<file path="config.mk">
export PLATFORM = sky130hd
export DESIGN_NAME = uart_queue_dma
export DESIGN_NICKNAME = d
export VERILOG_FILES = /design/src/rtl/uq_pkg.sv /design/src/rtl/uq_channel.sv /design/src/rtl/uq_match.sv /design/src/rtl/uq_ram_arb.sv /design/src/rtl/uart_queue_dma.sv
export SDC_FILE = /design/constraint.sdc
export NUM_CORES = 1
export LEC_CHECK = 0
export ABC_AREA = 1
export BUFFER_PORTS_ARGS = -buffer_cell sky130_fd_sc_hd__buf_2
export CORE_ASPECT_RATIO = 1.2
export CORE_MARGIN = 1.5
export CORE_UTILIZATION = 51
export CTS_BUF_LIST = sky130_fd_sc_hd__clkbuf_2 sky130_fd_sc_hd__clkbuf_4 sky130_fd_sc_hd__clkbuf_8
export CTS_CLUSTER_SIZE = 25
export DETAILED_ROUTE_END_ITERATION = 12
export PLACE_DENSITY_LB_ADDON = 0.08
export SETUP_SLACK_MARGIN = 0.3
export SYNTH_ARGS = -nofsm -noshare
export SYNTH_HDL_FRONTEND = slang
export SYNTH_SLANG_ARGS = --single-unit
</file>
<file path="constraint.sdc">
create_clock -name clk_i -period 1.5 [get_ports clk_i]
set_input_delay 0.225 -clock clk_i [delete_from_list [all_inputs] [get_ports clk_i]]
set_output_delay 0.225 -clock clk_i [all_outputs]
set_load 0.05 [all_outputs]
</file>
<file path="src/rtl/uq_pkg.sv">
package uq_pkg;
  localparam int CH_RX  = 0;
  localparam int CH_TX  = 1;
  localparam int NUM_CH = 2;

  typedef enum logic [2:0] {
    REG_CTRL   = 3'd0,
    REG_TX_PTR = 3'd1,
    REG_TX_CNT = 3'd2,
    REG_RX_PTR = 3'd3,
    REG_RX_CNT = 3'd4,
    REG_MATCH  = 3'd5
  } reg_idx_e;

  // bit positions inside one control lane
  localparam int CTL_EN       = 0;
  localparam int CTL_DONE_IE  = 1;
  localparam int CTL_MATCH_IE = 2;
  localparam int CTL_BUSY     = 3;
  localparam int CTL_DONE     = 4;
  localparam int CTL_MATCH    = 5;
endpackage

</file>
<file path="src/rtl/uq_channel.sv">
module uq_channel #(
  parameter int AW = 8
) (
  input  logic          clk_i,
  input  logic          rst_ni,
  input  logic          ctl_we_i,
  input  logic          ctl_en_i,
  input  logic          ctl_ie_i,
  input  logic          ctl_clr_i,
  input  logic          ptr_we_i,
  input  logic          cnt_we_i,
  input  logic [AW-1:0] cfg_wdata_i,
  input  logic          step_i,
  output logic          en_o,
  output logic          ie_o,
  output logic          done_o,
  output logic          active_o,
  output logic [AW-1:0] ptr_o,
  output logic [AW-1:0] cnt_o
);
  logic cnt_zero, finish;

  assign cnt_zero = (cnt_o == '0);
  assign finish   = en_o & cnt_zero;
  assign active_o = en_o & ~cnt_zero;

  always_ff @(posedge clk_i or negedge rst_ni) begin
    if (!rst_ni) begin
      en_o   <= 1'b0;
      ie_o   <= 1'b0;
      done_o <= 1'b0;
      ptr_o  <= '0;
      cnt_o  <= '0;
    end else begin
      if (ctl_we_i) begin
        en_o <= ctl_en_i;
        ie_o <= ctl_ie_i;
      end else if (finish) begin
        en_o <= 1'b0;
      end
      // set beats clear
      if (finish)                      done_o <= 1'b1;
      else if (ctl_we_i && ctl_clr_i)  done_o <= 1'b0;
      if (ptr_we_i)    ptr_o <= cfg_wdata_i;
      else if (step_i) ptr_o <= ptr_o + 1'b1;
      if (cnt_we_i)    cnt_o <= cfg_wdata_i;
      else if (step_i) cnt_o <= cnt_o - 1'b1;
    end
  end
endmodule

</file>
<file path="src/rtl/uq_match.sv">
module uq_match #(
  parameter int DW = 8
) (
  input  logic          clk_i,
  input  logic          rst_ni,
  input  logic          val_we_i,
  input  logic [DW-1:0] val_wdata_i,
  input  logic          ctl_we_i,
  input  logic          ctl_ie_i,
  input  logic          ctl_clr_i,
  input  logic          rx_step_i,
  input  logic [DW-1:0] rx_data_i,
  output logic [DW-1:0] val_o,
  output logic          ie_o,
  output logic          flag_o
);
  logic hit;
  assign hit = rx_step_i & (rx_data_i == val_o);

  always_ff @(posedge clk_i or negedge rst_ni) begin
    if (!rst_ni) begin
      val_o  <= '0;
      ie_o   <= 1'b0;
      flag_o <= 1'b0;
    end else begin
      if (val_we_i) val_o <= val_wdata_i;
      if (ctl_we_i) ie_o  <= ctl_ie_i;
      if (hit)                        flag_o <= 1'b1;
      else if (ctl_we_i && ctl_clr_i) flag_o <= 1'b0;
    end
  end
endmodule

</file>
<file path="src/rtl/uq_ram_arb.sv">
module uq_ram_arb #(
  parameter int AW = 8,
  parameter int DW = 8
) (
  input  logic          clk_i,
  input  logic          rst_ni,
  input  logic          rx_valid_i,
  input  logic [DW-1:0] rx_data_i,
  input  logic          rx_active_i,
  input  logic [AW-1:0] rx_ptr_i,
  input  logic          tx_free_i,
  input  logic          tx_active_i,
  input  logic [AW-1:0] tx_ptr_i,
  input  logic [DW-1:0] ram_rdata_i,
  output logic          rx_step_o,
  output logic          tx_step_o,
  output logic [AW-1:0] ram_addr_o,
  output logic          ram_we_o,
  output logic [DW-1:0] ram_wdata_o,
  output logic          tx_load_o,
  output logic [DW-1:0] tx_data_o
);
  logic tx_pend_q, load_q;

  // receive owns the port whenever it strobes; transmit waits
  assign rx_step_o   = rx_valid_i & rx_active_i;
  assign tx_step_o   = tx_pend_q & tx_active_i & ~rx_step_o;
  assign ram_addr_o  = rx_step_o ? rx_ptr_i : tx_ptr_i;
  assign ram_we_o    = rx_step_o;
  assign ram_wdata_o = rx_data_i;
  assign tx_load_o   = load_q;
  assign tx_data_o   = ram_rdata_i;

  always_ff @(posedge clk_i or negedge rst_ni) begin
    if (!rst_ni) begin
      tx_pend_q <= 1'b0;
      load_q    <= 1'b0;
    end else begin
      if (!tx_active_i)   tx_pend_q <= 1'b0;
      else if (tx_step_o) tx_pend_q <= 1'b0;
      else if (tx_free_i) tx_pend_q <= 1'b1;
      load_q <= tx_step_o;
    end
  end
endmodule

</file>
<file path="src/rtl/uart_queue_dma.sv">
module uart_queue_dma
  import uq_pkg::*;
#(
  parameter int AW = 8,
  parameter int DW = 8
) (
  input  logic            clk_i,
  input  logic            rst_ni,
  input  logic            reg_en_i,
  input  logic            reg_we_i,
  input  logic [2:0]      reg_addr_i,
  input  logic [1:0]      reg_be_i,
  input  logic [2*DW-1:0] reg_wdata_i,
  output logic [2*DW-1:0] reg_rdata_o,
  input  logic            tx_free_i,
  output logic            tx_load_o,
  output logic [DW-1:0]   tx_data_o,
  input  logic            rx_valid_i,
  input  logic [DW-1:0]   rx_data_i,
  output logic [AW-1:0]   ram_addr_o,
  output logic            ram_we_o,
  output logic [DW-1:0]   ram_wdata_o,
  input  logic [DW-1:0]   ram_rdata_i,
  output logic            irq_o
);
  localparam int BW = 2 * DW;

  reg_idx_e sel;
  logic     wr;
  logic [NUM_CH-1:0] ctl_we, ptr_we, cnt_we, ch_step;
  logic [NUM_CH-1:0] ch_en, ch_ie, ch_done, ch_active;
  logic [DW-1:0]     ctl_wr [NUM_CH];
  logic [DW-1:0]     ctl_rd [NUM_CH];
  logic [AW-1:0]     ch_ptr [NUM_CH];
  logic [AW-1:0]     ch_cnt [NUM_CH];
  logic [DW-1:0]     match_val;
  logic              match_ie, match_flag;
  logic              unused_wdata;

  assign sel = reg_idx_e'(reg_addr_i);
  assign wr  = reg_en_i & reg_we_i;

  assign ctl_wr[CH_RX] = reg_wdata_i[DW-1:0];
  assign ctl_wr[CH_TX] = reg_wdata_i[BW-1:DW];
  assign ctl_we[CH_RX] = wr & (sel == REG_CTRL) & reg_be_i[0];
  assign ctl_we[CH_TX] = wr & (sel == REG_CTRL) & reg_be_i[1];
  assign ptr_we[CH_RX] = wr & (sel == REG_RX_PTR) & reg_be_i[0];
  assign ptr_we[CH_TX] = wr & (sel == REG_TX_PTR) & reg_be_i[0];
  assign cnt_we[CH_RX] = wr & (sel == REG_RX_CNT) & reg_be_i[0];
  assign cnt_we[CH_TX] = wr & (sel == REG_TX_CNT) & reg_be_i[0];
  assign unused_wdata  = ^{reg_wdata_i};

  for (genvar c = 0; c < NUM_CH; c++) begin : g_ch
    uq_channel #(.AW(AW)) u_ch (
      .clk_i      (clk_i),
      .rst_ni     (rst_ni),
      .ctl_we_i   (ctl_we[c]),
      .ctl_en_i   (ctl_wr[c][CTL_EN]),
      .ctl_ie_i   (ctl_wr[c][CTL_DONE_IE]),
      .ctl_clr_i  (ctl_wr[c][CTL_DONE]),
      .ptr_we_i   (ptr_we[c]),
      .cnt_we_i   (cnt_we[c]),
      .cfg_wdata_i(reg_wdata_i[AW-1:0]),
      .step_i     (ch_step[c]),
      .en_o       (ch_en[c]),
      .ie_o       (ch_ie[c]),
      .done_o     (ch_done[c]),
      .active_o   (ch_active[c]),
      .ptr_o      (ch_ptr[c]),
      .cnt_o      (ch_cnt[c])
    );

    always_comb begin
      ctl_rd[c]              = '0;
      ctl_rd[c][CTL_EN]      = ch_en[c];
      ctl_rd[c][CTL_DONE_IE] = ch_ie[c];
      ctl_rd[c][CTL_BUSY]    = ch_active[c];
      ctl_rd[c][CTL_DONE]    = ch_done[c];
      if (c == CH_RX) begin
        ctl_rd[c][CTL_MATCH_IE] = match_ie;
        ctl_rd[c][CTL_MATCH]    = match_flag;
      end
    end
  end

  uq_match #(.DW(DW)) u_match (
    .clk_i      (clk_i),
    .rst_ni     (rst_ni),
    .val_we_i   (wr & (sel == REG_MATCH) & reg_be_i[0]),
    .val_wdata_i(reg_wdata_i[DW-1:0]),
    .ctl_we_i   (ctl_we[CH_RX]),
    .ctl_ie_i   (ctl_wr[CH_RX][CTL_MATCH_IE]),
    .ctl_clr_i  (ctl_wr[CH_RX][CTL_MATCH]),
    .rx_step_i  (ch_step[CH_RX]),
    .rx_data_i  (rx_data_i),
    .val_o      (match_val),
    .ie_o       (match_ie),
    .flag_o     (match_flag)
  );

  uq_ram_arb #(.AW(AW), .DW(DW)) u_arb (
    .clk_i      (clk_i),
    .rst_ni     (rst_ni),
    .rx_valid_i (rx_valid_i),
    .rx_data_i  (rx_data_i),
    .rx_active_i(ch_active[CH_RX]),
    .rx_ptr_i   (ch_ptr[CH_RX]),
    .tx_free_i  (tx_free_i),
    .tx_active_i(ch_active[CH_TX]),
    .tx_ptr_i   (ch_ptr[CH_TX]),
    .ram_rdata_i(ram_rdata_i),
    .rx_step_o  (ch_step[CH_RX]),
    .tx_step_o  (ch_step[CH_TX]),
    .ram_addr_o (ram_addr_o),
    .ram_we_o   (ram_we_o),
    .ram_wdata_o(ram_wdata_o),
    .tx_load_o  (tx_load_o),
    .tx_data_o  (tx_data_o)
  );

  always_comb begin
    unique case (sel)
      REG_CTRL:   reg_rdata_o = {ctl_rd[CH_TX], ctl_rd[CH_RX]};
      REG_TX_PTR: reg_rdata_o = BW'(ch_ptr[CH_TX]);
      REG_TX_CNT: reg_rdata_o = BW'(ch_cnt[CH_TX]);
      REG_RX_PTR: reg_rdata_o = BW'(ch_ptr[CH_RX]);
      REG_RX_CNT: reg_rdata_o = BW'(ch_cnt[CH_RX]);
      REG_MATCH:  reg_rdata_o = BW'(match_val);
      default:    reg_rdata_o = '0;
    endcase
  end

  assign irq_o = (|(ch_done & ch_ie)) | (match_flag & match_ie);

  // named views for the bound checker
  logic [AW-1:0] rx_cnt;
  logic          rx_en, tx_en, rx_done, tx_done;
  assign rx_cnt  = ch_cnt[CH_RX];
  assign rx_en   = ch_en[CH_RX];
  assign tx_en   = ch_en[CH_TX];
  assign rx_done = ch_done[CH_RX];
  assign tx_done = ch_done[CH_TX];
endmodule

</file>
Word level (Yosys, flattened, before mapping)
Index checks and enable logic that the tools add are counted.
- equal/unequal tests: 7
- multiplexer cells: 23
- reductions and logical operators: 16
- shifts and indexed selects: 0
- bitwise logic cells: 28
- $add $sub $neg: 4
- div/mod/pow operators: 0
- magnitude comparators: 0
- multipliers: 0
- operator list (kind ; count):
    $pmux 13 s6 ; 1
    $mux 8 ; 9
    $and 1x1->1 ; 23
    $reduce_bool 2->1 ; 9
    $add 8x1->8 const B ; 2
    $logic_not 8->1 ; 2
    $sub 8x1->8 const B ; 2
    $mux 1 ; 13
    $eq 8x8->1 ; 1
    $eq 3x2->1 const B ; 2
    $eq 3x3->1 const B ; 2
    $eq 3x1->1 const B ; 1
    $logic_and 1x1->1 ; 3
    $logic_not 3->1 ; 1
    $ne 3x3->1 const B ; 1
    $not 1->1 ; 3
    $and 2x2->2 ; 1
    $reduce_or 2->1 ; 1
    $or 1x1->1 ; 1
- memory bits (read-only): 0
- logic and storage cells: 93
- input bits: 43
- latch bits: 0
- memories kept: 0
- RAM bits: 0
- bits in registers: 50
- output and inout port bits: 43

Depth between registers and ports, before layout
Gate-level depths: netlist (run 1).
- depth after elaboration: 8
- gate-level depth with buffers: 11
- mapped depth without buffers: 11

By module
Synthesis (run 1) repeated with hierarchy kept, for this count alone.
- cell total of the unflattened synthesis: 535
- area, all modules: 3796.1 sq um
- modules (own cells, without submodules) (module ; cells an instance ; seq. area each (sq um) ; area each (sq um) ; times used):
    uq_channel ; 143 ; 475.5 ; 1149.9 ; 2
    uart_queue_dma ; 132 ; 0.0 ; 674.4 ; 1
    uq_match ; 66 ; 250.2 ; 519.2 ; 1
    uq_ram_arb ; 51 ; 50.0 ; 302.8 ; 1

Worst setup path before layout (run 1)
OpenSTA, ideal clock, no wires.
- path kind: register to output
- start: reg g_ch[0].u_ch.cnt_o[0]
- end: out ram_addr_o[5]
- slack: -1.234 ns
- stages on the path, launching flop included: 9
- path buffers: 0
- data arrival time: 2.509 ns
- required time: 1.275 ns
- path through: dfrtp_1 inv_1 ha_1 nand2_1 nor2_2 nand2_2 nand2_1 nor2_1 o21ai_0
- cells in the longest elaborated chain, start to end: 5
- ends and longest elaborated chain (what ; line ; source):
    start: declaration ; uq_channel.sv:19 ; output logic [AW-1:0] cnt_o
    start signal: assignment ; uq_channel.sv:46 ; if (cnt_we_i) cnt_o <= cfg_wdata_i;
    start signal: assignment ; uq_channel.sv:47 ; else if (step_i) cnt_o <= cnt_o - 1'b1;
    $logic_not 8->1 ; uq_channel.sv:23 ; assign cnt_zero = (cnt_o == '0);
    $not 1->1 ; uq_channel.sv:25 ; assign active_o = en_o & ~cnt_zero;
    $and 1x1->1 ; uq_channel.sv:25 ;
    $and 1x1->1 ; uq_ram_arb.sv:26 ; assign rx_step_o = rx_valid_i & rx_active_i;
    net ram_we_o ; uart_queue_dma.sv:21 ; output logic ram_we_o,
    $mux 8 ; uq_ram_arb.sv:28 ; assign ram_addr_o = rx_step_o ? rx_ptr_i : tx_ptr_i;
    end: declaration ; uart_queue_dma.sv:20 ; output logic [AW-1:0] ram_addr_o,
The timed path passes the listed nets, and every way through them passes these cells.

Worst setup path in the final report (run 1)
- start: reg g_ch[0].u_ch.cnt_o[0]
- end: out ram_addr_o[4]
- cells in the longest elaborated chain, start to end: 5
- ends and longest elaborated chain (what ; line):
    $logic_not 8->1 ; uq_channel.sv:23
    $not 1->1 ; uq_channel.sv:25
    $and 1x1->1 ; uq_channel.sv:25
    $and 1x1->1 ; uq_ram_arb.sv:26
    $mux 8 ; uq_ram_arb.sv:28
Every way passes these cells.

==> summary.md, run 1 <==
| Metric | Value |
|---|---|
| Initial antenna violation count | `0` |
| Post-Syn Area per Cell | `~6.9 um^2` |
| Max-Cap Viols | `0` |
| Max VDD drop | `0.000994 V` |
| FF-to-FF End | `g_ch[1].u_ch.ptr_o[6]$_DFFE_PN0P_` |
| Gate Count Post-Synth | `about 530` |
| Reg2Reg Setup Slack | `-0.22 ns` |
| Mean routed wirelength per cell | `16.2 um` |
| Vias post-DR | `between 4,000 and 5,000` |
| Routed WL | `12.0 mm` |
| Critical path class | `reg2out` |
| TritonCTS clock tree | `done` |
| CP Launch Type | `flip-flop` |
| DRC Markers | `0` |
| Number of vias per cell | `5.45` |
| Initial DRC Count | `313` |
| Ports | `between 80 and 90` |
| Antenna cell count | `0` |
| Dpl ws | `-0.247 ns` |
| Initial Util | `a little over half` |
| Largest net degree at the start of global routing | `51` |
| Num CTS Buffers | `5` |
| Layout area overhead | `46.8%` |
| Total power | `8.25 mW` |
| CP bufs+invs | `3` |
| Critical path arrival | `between 1.5 and 2 ns` |
| Vias in the first global route | `3,763` |
| Initial DRT Pass Iterations | `5` |
| Hold Violations, Final | `0` |
| Sequential share of the synthesized area | `around a third` |
| Worst-path clk slew | `0.09 ns` |
| Worst Path Max Fanout | `12` |
| Core Box Area | `6850 um^2` |
| CP most frequent cell | `nand2_4` |
| Hpwl dp | `8.26 mm` |
| Maximum clock insertion buffer count | `2` |
| WP data required | `1.27 ns` |
| Hold WC Path Type | `in2reg` |
| Fin nets | `between 600 and 700` |
| Worst reg2reg path depth | `12` |
| R2R Path Start | `g_ch[0].u_ch.cnt_o[0]$_DFFE_PN0P_` |
| Root buf cell | `clkbuf_8` |
| Clock Latency Late Sink | `between 0.3 and 0.4 ns` |
| Worst setup path startpoint | `g_ch[0].u_ch.cnt_o[0]$_DFFE_PN0P_` |
| Violations in the final reports | `setup timing` |
| Minimum clock period | `1.97 ns` |
| CP max stage delay | `0.37 ns` |
| Share of layout cells above drive strength 1 | `about two fifths` |
| Final worst-path cycle share | `131%` |
| Final clock skew | `approximately 0.0034 ns` |
| Slowest stage cell on the critical path | `dfrtp_1` |
| Routability Congestion | `0.933` |
| Status | `finished with violations` |
| Worst-path cell chain | `inv_2 > ha_4 > nand2_4 > nor2_4 > nand2_4 > nand3_4 > buf_4 > o21ai_4 > buf_6` |
| Congestion Overflow GR | `0` |
| Final worst slack | `-0.471 ns` |
| Die width | `~80 um` |
| Die area | `7610 um^2` |
| Worst path top cell family by delay | `buffers and inverters` |
| CTS H-Tree Depth | `2` |
| PwrDens | `1550 nW/um^2` |
| DRT antenna net count | `0` |
| Ys Warns | `0` |
| Synthesized area | `about 3600 um^2` |
| Worst Hold Launch | `reg_wdata_i[9]` |
| Synth unique cells | `32` |
| Number of cells on the critical path | `9` |
| Final number of setup-violating endpoints | `53` |
| FF+latch count, synth | `50` |
| First-pass GRT wire length | `between 15 and 20 mm` |
| CTS sink count | `50` |
| Tot GR Track Use | `32.5%` |
| Height of the die | `about 95 um` |
| Endpoint class of the critical path | `primary output` |
| Critical Path End | `ram_addr_o[4]` |
| Rows | `33` |
| Setup tns final | `-11.58 ns` |
| Leakage dissipation | `2.61 nW` |
| Buffers added on ports | `60` |
| Slew Viols, Final | `0` |
| RSZ-0062 raised after global routing | `true` |
| F_max | `507 MHz` |
layout by cell type (no fill, tap or decap), types with 11 or more instances in the layout:
| master | netlist | routed |
|---|---|---|
| inv_2 | 3 | 17 |
| nor2_1 | 31 | 19 |
| nand2_2 | 4 | 12 |
| inv_1 | 62 | 43 |
| nand2_4 | 4 | 11 |
| nor2_4 | 3 | 14 |
| buf_2 | 2 | 36 |
| xor2_1 | 11 | 11 |
| buf_6 | 3 | 33 |
| nand2_1 | 173 | 155 |
| nand3_1 | 53 | 47 |
| dfrtp_1 | 50 | 49 |
| buf_4 | 22 | 60 |
| o21ai_0 | 49 | 32 |
flip-flops by register name (all words and copies together), names as in the netlist:
signal / cells
g_ch.u_ch.done_o: 2
g_ch.u_ch.en_o: 2
u_match.flag_o: 1
g_ch.u_ch.cnt_o: 16
u_arb.tx_pend_q: 1
u_match.ie_o: 1
g_ch.u_ch.ptr_o: 16
u_match.val_o: 8
u_arb.tx_load_o: 1
g_ch.u_ch.ie_o: 2
worst reg2reg max path, delay by kind of cell, from the launching register on:
| family | cells | cell delay (ns) |
|---|---|---|
| DFF | 1 | 0.37 |
| and+or+nand+nor | 8 | 0.67 |
| adders and majority gates | 1 | 0.17 |
| buffers and inverters | 3 | 0.41 |
power by group:
part	switching, mW	internal [mW]	leakage (nW)
Clock	0.479	0.372	0.0472
Combinational	2.89	2.27	1.93
Sequential	0.464	1.78	0.632
cell families after synthesis:
| kind of cell | count (synthesis) | share of synthesized area [%] |
|---|---|---|
| AOI/OAI and AO/OA | 67 | 10.1 |
| xor gates and xnor gates | 21 | 5.08 |
| adders and majority gates | 5 | 1.73 |
| buffers and inverters | 95 | 12.9 |
| DFF | 50 | 34.6 |
| other | 1 | 0.104 |
| and+or+nand+nor | 287 | 35.5 |
repair_timing:
action | in CTS | in global routing
cloned | 1 | 1
gates resized for setup | 114 | 42
hold endpoints to repair | 50 | 0
pin swaps | 20 | 10
setup buffers | 15 | 3
hold buffers | 1 | 0
setup endpoints to repair | 59 | 67
worst min path at each step:
stage | cells after the start | end | slack (ns)
floorplan | 0 | g_ch[0].u_ch.cnt_o[0]$_DFFE_PN0P_ | -0.07
CTS | 3 | g_ch[1].u_ch.en_o$_DFFE_PN0P_ | 0.17
finish | 3 | g_ch[1].u_ch.ie_o$_DFFE_PN0P_ | 0.17
detailed placement | 2 | g_ch[0].u_ch.cnt_o[4]$_DFFE_PN0P_ | 0.24
global placement | 2 | g_ch[0].u_ch.cnt_o[6]$_DFFE_PN0P_ | 0.24
global route | 3 | g_ch[1].u_ch.en_o$_DFFE_PN0P_ | 0.19
metal layers:
metal	routed length, um	share of wire (%)	GRT usage [%]	up-vias
met3	805	6.7	4.21	50
li1	-	-	-	1904
met5	0	0	0	-
met4	656	5.5	17.8	0
met2	5950	50	55.7	196
met1	4540	38	39.3	1864
final cells by class:
cell class                      count  area, um^2
Inverter                           66         269
Clock inverter                      2        12.5
Tap cell                           87         109
Sequential cell                    50        1250
Timing Repair Buffer              140        1180
Clock buffer                        6        82.6
Fill cell                         491        1540
Multi-Input combinational cell    386        2400
cell usage after synthesis:
master / count / share of area (%)
nand2_1: 173 / 18
inv_1: 62 / 6.4
nand3_1: 53 / 7.3
dfrtp_1: 50 / 35
o21ai_0: 49 / 6.8
nor2_1: 31 / 3.2
buf_4: 22 / 4.6
xor2_1: 11 / 2.7
xnor2_1: 10 / 2.4
nand4_1: 7 / 1.2
nor2_2: 6 / 1.0
o22ai_1: 6 / 1.0
ha_1: 5 / 1.7
a21oi_1: 4 / 0.55
nand2_2: 4 / 0.69
nand2_4: 4 / 1.2
a22oi_1: 3 / 0.62
buf_6: 3 / 0.93
inv_2: 3 / 0.31
nor2_4: 3 / 0.93
buf_2: 2 / 0.28
clkbuf_1: 2 / 0.21
nand3_2: 2 / 0.55
o211ai_1: 2 / 0.41
o21ai_2: 2 / 0.48
conb_1: 1 / 0.10
inv_4: 1 / 0.17
nand3_4: 1 / 0.48
nand3b_1: 1 / 0.21
nor3_1: 1 / 0.14
nor3_4: 1 / 0.45
o221ai_1: 1 / 0.24
per-stage QoR:
| stage | hold WS, ns | util (%) | cells | area (um^2) |
|---|---|---|---|---|
| 2_1_floorplan | -0.0706 | - | 529 | 3860 |
| 3_3_place_gp | 0.239 | 66.1 | 708 | 4530 |
| 3_5_place_dp | 0.239 | 66.1 | 708 | 4530 |
| 4_1_cts | 0.174 | 74.9 | 733 | 5130 |
| 5_1_grt | 0.189 | 77.5 | 737 | 5310 |
| 6_report | 0.170 | 77.5 | 737 | 5310 |
Power figures use the tool's default switching activity.
==> run 2: changes to the inputs <==
--- a/config.mk
+++ b/config.mk
@@ -15,6 +15,7 @@
 export DETAILED_ROUTE_END_ITERATION = 12
 export PLACE_DENSITY_LB_ADDON = 0.08
 export SETUP_SLACK_MARGIN = 0.3
+export SKIP_CTS_REPAIR_TIMING = 1
 export SYNTH_ARGS = -nofsm -noshare
 export SYNTH_HDL_FRONTEND = slang
 export SYNTH_SLANG_ARGS = --single-unit
==> run 2 against run 1 <==
Against the previous run:
- the flow still finishes with violations (setup timing)
- combinational power is 7.9% lower
- via count fell by 2.3%
- hold slack barely moved
- total power shrank 4.9%
- count of clock-buffer cells in the layout did not move
- final area fell by 3.4%
- routed wire length shrank 4.7%
- critical path type unchanged
- critical endpoint is now ram_addr_o[5]
- largest cell class unchanged
- largest power group unchanged
- highest routed layer unchanged
==> summary.md, run 2 (same netlist as run 1, synthesis figures left out) <==
| Metric | Value |
|---|---|
| Initial DRC Count | `193 (-38%)` |
| Number of vias per cell | `5.38 (-1.2%)` |
| Routed WL | `11.4 mm (-4.7%)` |
| Commonest non-fill, non-tap cells in the layout | `nand2_1 (160), buf_4 (58), nand3_1 (50), dfrtp_1 (47), inv_1 (43)` |
| Num CTS Buffers | `5 (unchanged)` |
| Final number of setup-violating endpoints | `53 (unchanged)` |
| Congestion Overflow GR | `0 (unchanged)` |
| Mean routed wirelength per cell | `15.6 um (-3.6%)` |
| Endpoint class of the critical path | `primary output` |
| TritonCTS clock tree | `done` |
| Fin nets | `689 (-1.1%)` |
| Worst Path Max Fanout | `6 (-6)` |
| Critical path arrival | `1.76 ns (about the same)` |
| RSZ-0062 raised after global routing | `true` |
| Vias in the first global route | `3,569 (-5.2%)` |
| Register Area | `1250 um^2 (+0.20%)` |
| Largest net degree at the start of global routing | `51 (unchanged)` |
| Commonest non-fill, non-tap cell in the layout | `nand2_1` |
| DRT antenna net count | `0 (unchanged)` |
| Maximum clock insertion buffer count | `2 (unchanged)` |
| WP data required | `1.27 ns (about the same)` |
| Ports | `86 (unchanged)` |
| Status | `finished with violations` |
| Core Box Area | `6850 um^2 (unchanged)` |
| CP Launch Type | `flip-flop` |
| Critical path class | `reg2out` |
| Setup tns final | `-11.05 ns (+0.536 ns)` |
| Hold Violations, Final | `0 (unchanged)` |
| R2R Path Start | `g_ch[0].u_ch.cnt_o[0]$_DFFE_PN0P_` |
| Final clock skew | `0.00326 ns (-0.000137 ns)` |
| Slew Viols, Final | `0 (unchanged)` |
| PwrDens | `1530 nW/um^2 (-1.6%)` |
| Final worst-path cycle share | `133% (+1.2 points)` |
| CTS H-Tree Depth | `2 (unchanged)` |
| WHS Path Cells | `3 (unchanged)` |
| Final instance area | `5130 um^2 (-3.4%)` |
| Initial DRT Pass Iterations | `5 (unchanged)` |
| Total power | `7.85 mW (-4.9%)` |
| Height of the die | `95.3 um (unchanged)` |
| Routability Congestion | `0.933 (unchanged)` |
| Hold WC Path Type | `in2reg` |
| Initial antenna violation count | `0 (unchanged)` |
| DRC Markers | `0 (unchanged)` |
| Worst reg2reg path depth | `12 (unchanged)` |
| Layout area overhead | `41.9%` |
| DP Area | `4530 um^2 (unchanged)` |
| Buffers added on ports | `60 (unchanged)` |
| FF-to-FF End | `g_ch[1].u_ch.cnt_o[1]$_DFFE_PN0P_` |
| Violations in the final reports | `setup timing` |
| Antenna cell count | `0 (unchanged)` |
| Final Core Density | `74.9% (-2.6 points)` |
| Root buf cell | `clkbuf_8` |
| First-pass GRT wire length | `17.3 mm (-7.1%)` |
| Max-Cap Viols | `0 (unchanged)` |
| Max VDD drop | `0.00105 V (+5.3%)` |
| CTS sink count | `50 (unchanged)` |
| Tot GR Track Use | `30.2% (-2.3 points)` |
| Vias post-DR | `3,922 (-2.3%)` |
| Final worst slack | `-0.490 ns (-0.0184 ns)` |
| Top flop regs | `g_ch.u_ch.cnt_o x16, g_ch.u_ch.ptr_o x16, u_match.val_o x8` |
| Clock Latency Late Sink | `0.31 ns (about the same)` |
| F_max | `503 MHz (-0.92%)` |
| Rows | `33 (unchanged)` |
| Fillers | `557 (+13%)` |
| Leakage dissipation | `2.53 nW (-3.2%)` |
| Multi-input gate area | `2290 um^2 (-4.6%)` |
| Hpwl dp | `8.26 mm (unchanged)` |
| Worst-path clk slew | `0.09 ns (about the same)` |
| Share of layout cells above drive strength 1 | `37.1% (-2.5 points)` |
| Worst Hold Launch | `reg_wdata_i[9]` |
| Initial Util | `52.8% (unchanged)` |
| Die width | `79.9 um (unchanged)` |
| Reg2Reg Setup Slack | `-0.24 ns (-0.02 ns)` |
| WHS Endpoint | `g_ch[1].u_ch.ie_o$_DFFE_PN0P_` |
| Die area | `7610 um^2 (unchanged)` |
| Minimum clock period | `1.99 ns (+0.0184 ns)` |
## run 2: changes by cell type in the layout (fill, tap and decap cells not counted), moves of 3 or more
cell     delta
nand2_2     -3
nand3_1     +3
nand3_2     -3
o21ai_2     -3
o21ai_0     +4
buf_6       -4
nand2_1     +5
nor2_4      -3
## run 2: stage by stage
step	std cells	hold WS, ns	worst slack (ns)
after global routing	729	0.180	-0.545
after global placement	708	0.239	-0.207
after detailed placement	708	0.239	-0.247
final	729	0.169	-0.490
after CTS	716	-0.0968	-0.597
after floorplan	529	-0.0706	-0.249
## run 2: worst max-delay path by stage
stage / from / endpoint / slack (ns) / depth (start not counted)
2_1_floorplan: g_ch[0].u_ch.cnt_o[0]$_DFFE_PN0P_ / ram_addr_o[5] / -0.25 / 9
3_3_place_gp: g_ch[0].u_ch.cnt_o[0]$_DFFE_PN0P_ / ram_addr_o[5] / -0.21 / 10
3_5_place_dp: g_ch[0].u_ch.cnt_o[0]$_DFFE_PN0P_ / ram_addr_o[5] / -0.25 / 10
4_1_cts: g_ch[0].u_ch.cnt_o[0]$_DFFE_PN0P_ / ram_addr_o[5] / -0.60 / 10
5_1_grt: g_ch[0].u_ch.cnt_o[0]$_DFFE_PN0P_ / ram_addr_o[5] / -0.55 / 10
6_report: g_ch[0].u_ch.cnt_o[0]$_DFFE_PN0P_ / ram_addr_o[5] / -0.49 / 10
## run 2: area by class of cell
cell class / count / area share, %
inverters: 66 / 5.19
flip-flops and latches: 50 / 24.5
clock buffers: 6 / 1.61
well taps: 87 / 2.12
clock inverters: 2 / 0.244
repair buffers: 134 / 21.7
multi-input cells: 384 / 44.7
## run 2: worst max-delay path, stage by stage, from the launching register on
cell,delay [ns]
dfrtp_1,0.37
inv_2,0.06
ha_4,0.15
nand2_2,0.08
nor2_4,0.04
nand2_4,0.09
nand2_4,0.06
nor2_4,0.25
nand2_2,0.11
o21ai_4,0.07
buf_6,0.17
## run 2: layer usage
metal  GRT usage, %  wire length (um)
met1           37.7              4490
met2           50.1              5620
met3           3.83               659
met4           17.1               624
met5              0                 0
## run 2: power breakdown
group	internal (mW)	switching [mW]	total [mW]
Combinational	2.06	2.69	4.75
Clock	0.372	0.478	0.850
Sequential	1.78	0.466	2.25
Total	4.21	3.63	7.85
==> run 3: changes to the inputs <==
--- a/config.mk
+++ b/config.mk
@@ -5,11 +5,10 @@
 export SDC_FILE = /design/constraint.sdc
 export NUM_CORES = 1
 export LEC_CHECK = 0
-export ABC_AREA = 1
 export BUFFER_PORTS_ARGS = -buffer_cell sky130_fd_sc_hd__buf_2
 export CORE_ASPECT_RATIO = 1.2
 export CORE_MARGIN = 1.5
-export CORE_UTILIZATION = 51
+export CORE_UTILIZATION = 50
 export CTS_BUF_LIST = sky130_fd_sc_hd__clkbuf_2 sky130_fd_sc_hd__clkbuf_4 sky130_fd_sc_hd__clkbuf_8
 export CTS_CLUSTER_SIZE = 25
 export DETAILED_ROUTE_END_ITERATION = 12
==> run 3 against run 2 <==
Against the previous run:
- core utilization up 5.9 points
- the flow still finishes with violations (setup timing)
- largest power group unchanged
- clock skew up 0.0035 ns
- cell count fell by 18%
- clock power increased by 17%
- synthesized cell count decreased by 27%
- critical endpoint is now ram_addr_o[1]
==> summary.md, run 3 <==
| Metric | Value |
|---|---|
| Status | `finished with violations` |
| Violations in the final reports | `setup timing` |
| Post-route insts no fill | `598 (-18%)` |
| Total power | `8.60 mW (+9.6%)` |
| Sequential share of the synthesized area | `37.2% (+2.6 points)` |
| Minimum clock period | `2.12 ns (+0.131 ns)` |
| Initial antenna violation count | `0 (unchanged)` |
| Vias post-DR | `3,432 (-12%)` |
| Post-synthesis simple-gate area fraction | `23.4% (-12 points)` |
| Hold WC Path Type | `in2reg` |
| Worst Path Max Fanout | `12 (+6)` |
| First-pass GRT wire length | `16.7 mm (-3.0%)` |
| DRT antenna net count | `0 (unchanged)` |
| TritonCTS clock tree | `done` |
| Share of layout cells above drive strength 1 | `51.1% (+14 points)` |
| FF+latch count, synth | `50 (unchanged)` |
| Max-Cap Viols | `0 (unchanged)` |
| Final instance area | `5240 um^2 (+2.1%)` |
| Die area | `7230 um^2 (-5.0%)` |
| Initial DRC Count | `195 (+1.0%)` |
| DRC Markers | `0 (unchanged)` |
| Mux contribution to synthesized area | `7.96% (+8.0 points)` |
| Antenna cell count | `0 (unchanged)` |
| Worst-path clk slew | `0.09 ns (about the same)` |
| Slowest stage cell on the critical path | `dfrtp_1` |
| Internal power | `4.77 mW (+13%)` |
| Ports | `86 (unchanged)` |
| Max VDD drop | `0.000853 V (-18%)` |
| CP Launch Type | `flip-flop` |
| Top flop regs | `g_ch.u_ch.cnt_o x16, g_ch.u_ch.ptr_o x16, u_match.val_o x8` |
| Num CTS Buffers | `5 (unchanged)` |
| Largest net degree at the start of global routing | `33 (-35%)` |
| Final worst-path cycle share | `141% (+8.7 points)` |
| Critical path class | `reg2out` |
| Height of the die | `92.9 um (-2.5%)` |
| Routability Congestion | `0.901 (-3.5%)` |
| Gate Count Post-Synth | `382 (-27%)` |
| Layout area overhead | `55.7%` |
| Core Box Area | `6490 um^2 (-5.4%)` |
| Leading area contributor after synthesis | `dfrtp_1` |
| Routed WL | `11.5 mm (+0.63%)` |
| CP bufs+invs | `4 (+2)` |
| Clock Latency Late Sink | `0.30 ns (about the same)` |
| Endpoint class of the critical path | `primary output` |
| Buffers added on ports | `60 (unchanged)` |
| CTS H-Tree Depth | `2 (unchanged)` |
| Top_reg_cell synth | `dfrtp_1` |
| Congestion Overflow GR | `0 (unchanged)` |
| Initial DRT Pass Iterations | `5 (unchanged)` |
| Vias in the first global route | `3,199 (-10%)` |
| Dominant cell by count in the synthesized netlist | `nand2_1` |
| Placed insts | `576 (-19%)` |
| Slew Viols, Final | `0 (unchanged)` |
| Critical path arrival | `1.90 ns (+0.14 ns)` |
| Commonest non-fill, non-tap cell in the layout | `buf_4` |
| CP max stage delay | `0.37 ns (about the same)` |
| Share of the synthesized area in the top cell type | `37.2% (+2.6 points)` |
| Ys async rst share | `100% (unchanged)` |
| Net switching power | `3.83 mW (+5.4%)` |
| Worst path top cell family by delay | `buffers and inverters` |
| Largest family of logic cells by synthesized area | `simple AND/OR/NAND/NOR gates` |
| Top cells by area, synth | `dfrtp_1 (37%), nand2_1 (6.7%), xor2_1 (5.5%), mux2_2 (4.7%), buf_4 (4.5%)` |
| Final worst slack | `-0.620 ns (-0.131 ns)` |
| Normalized max-slew margin | `65.2%` |
| Worst-path cell chain | `inv_1 > ha_2 > nor3b_4 > a21o_2 > inv_4 > buf_12 > nand2_1 > nand2_4 > buf_6` |
| F_max | `472 MHz (-6.2%)` |
| CTS sink count | `50 (unchanged)` |
| Synth Area in Compound Gates | `13.4% (+3.3 points)` |
| Mean routed wirelength per cell | `19.2 um (+23%)` |
| EDFF count, synth | `0 (unchanged)` |
| Synth unique cells | `55 (+72%)` |
| Root buf cell | `clkbuf_8` |
| PwrDens | `1640 nW/um^2 (+7.3%)` |
| Final Core Density | `80.8% (+5.9 points)` |
| Tot GR Track Use | `30.9% (+0.76 points)` |
| WP data required | `1.27 ns (about the same)` |
| Hold Slack | `0.132 ns (-0.0380 ns)` |
| Fin nets | `560 (-19%)` |
| Seq pwr share | `29.6% (+1.0 points)` |
| Die width | `77.9 um (-2.5%)` |
| Commonest non-fill, non-tap cells in the layout | `buf_4 (77), dfrtp_1 (46), nand2_1 (43), buf_2 (36), buf_6 (33)` |
| Clock share of power | `11.6% (+0.8 points)` |
| RSZ-0062 raised after global routing | `true` |
| Synth Area in XOR/XNOR | `8.33% (+3.2 points)` |
| DP Area | `4540 um^2 (+0.19%)` |
| Maximum clock insertion buffer count | `2 (unchanged)` |
| Combinational Power Share | `58.8% (-1.7 points)` |
| Adder and majority gate portion of the synthesized area | `1.86% (+0.13 points)` |
| Synth top cells by count | `nand2_1 (60), dfrtp_1 (50), nor2_1 (28)` |
| Ys Warns | `0 (unchanged)` |
| Number of vias per cell | `5.74 (+6.7%)` |
| Post-Syn Area per Cell | `8.81 um^2 (+28%)` |
| Leakage dissipation | `2.31 nW (-8.6%)` |
| Final clock skew | `0.00673 ns (+0.00347 ns)` |
| Synthesized area | `3360 um^2 (-7.0%)` |
| Final number of setup-violating endpoints | `54 (+1.9%)` |
| Initial Util | `51.9% (-0.90 points)` |
| Hold Violations, Final | `0 (unchanged)` |
| Rows | `32 (-3.0%)` |
| Slew @ Worst Pin | `0.522 ns` |
| Sw Ratio | `44.6% (-1.8 points)` |
| Hpwl dp | `8.24 mm (-0.22%)` |
[run 3: cell count changes in the layout (fill, tap and decap cells not counted), sizes merged, moves of 6 or more]
cell   previous run  this run
and3              0         6
nor2             40        28
a21oi             4        25
nor4              0        10
xor2             11        21
nand3            56        13
mux2              0        14
nand2           181        60
mux2i             0        11
inv              65         8
buf             133       156
o21ai            51        17
[run 3: cells by family after synthesis]
kind of cell	count (synthesis)
fa+ha+maj	5
mux	25
simple gates	151
compound gates	71
other cells	1
xor+xnor	32
flops	50
buf+inv	47
[run 3: power by group through the flow]
stage	Clock [mW]	Combinational (mW)	Sequential, mW
finish	0.994	5.06	2.54
global placement	0	4.15	2.46
detailed placement	0	4.21	2.49
global route	1.04	5.37	2.58
CTS	1.01	4.24	2.46
floorplan	0	2.72	2.44
[run 3: final timing paths]
check | to | from | depth (start not counted) | slack (ns)
worst max register to register | g_ch[1].u_ch.cnt_o[7]$_DFFE_PN0P_ | g_ch[0].u_ch.cnt_o[1]$_DFFE_PN0P_ | 9 | -0.48
min in group asynchronous | u_match.flag_o$_DFFE_PN0P_ | rst_ni | 2 | 0.42
worst min register to register | g_ch[1].u_ch.ie_o$_DFFE_PN0P_ | g_ch[1].u_ch.ie_o$_DFFE_PN0P_ | 1 | 0.56
worst min-delay path | g_ch[1].u_ch.en_o$_DFFE_PN0P_ | reg_wdata_i[8] | 3 | 0.13
worst max-delay path | ram_addr_o[1] | g_ch[0].u_ch.cnt_o[1]$_DFFE_PN0P_ | 9 | -0.62
max in group asynchronous | g_ch[1].u_ch.cnt_o[6]$_DFFE_PN0P_ | rst_ni | 3 | 0.51
[run 3: cell type report]
type | instances | area [um^2]
sequential | 50 | 1260
clock inverter | 1 | 30.0
inverter | 8 | 35.0
fill | 407 | 1250
clock buffer | 7 | 83.8
timing repair buffer | 159 | 1350
multi-input combinational | 288 | 2380
tap | 85 | 106
[run 3: worst reg2reg max path, cell delays in order (launching register included)]
cell and delay, ns:
dfrtp_1 0.40, inv_1 0.07, ha_2 0.17, nor3b_4 0.20, a21o_2 0.21, buf_4 0.14
buf_6 0.10, nand3_4 0.08, or4b_1 0.47, nand3_1 0.09
[run 3: stage by stage]
stage	setup slack (ns)	TNS (ns)
2_1_floorplan	-0.351	-9.21
4_1_cts	-0.702	-18.90
5_1_grt	-0.716	-23.81
3_3_place_gp	-0.316	-10.26
6_report	-0.620	-18.56
3_5_place_dp	-0.386	-12.57
[run 3: routing by layer]
metal  up-vias  global-route usage [%]  wire length [um]
met5         -                       0                 0
met4         0                    13.0               374
met3        33                    4.43               574
met2       141                    51.4              5770
met1      1678                    40.0              4750
li1       1580                       -                 -
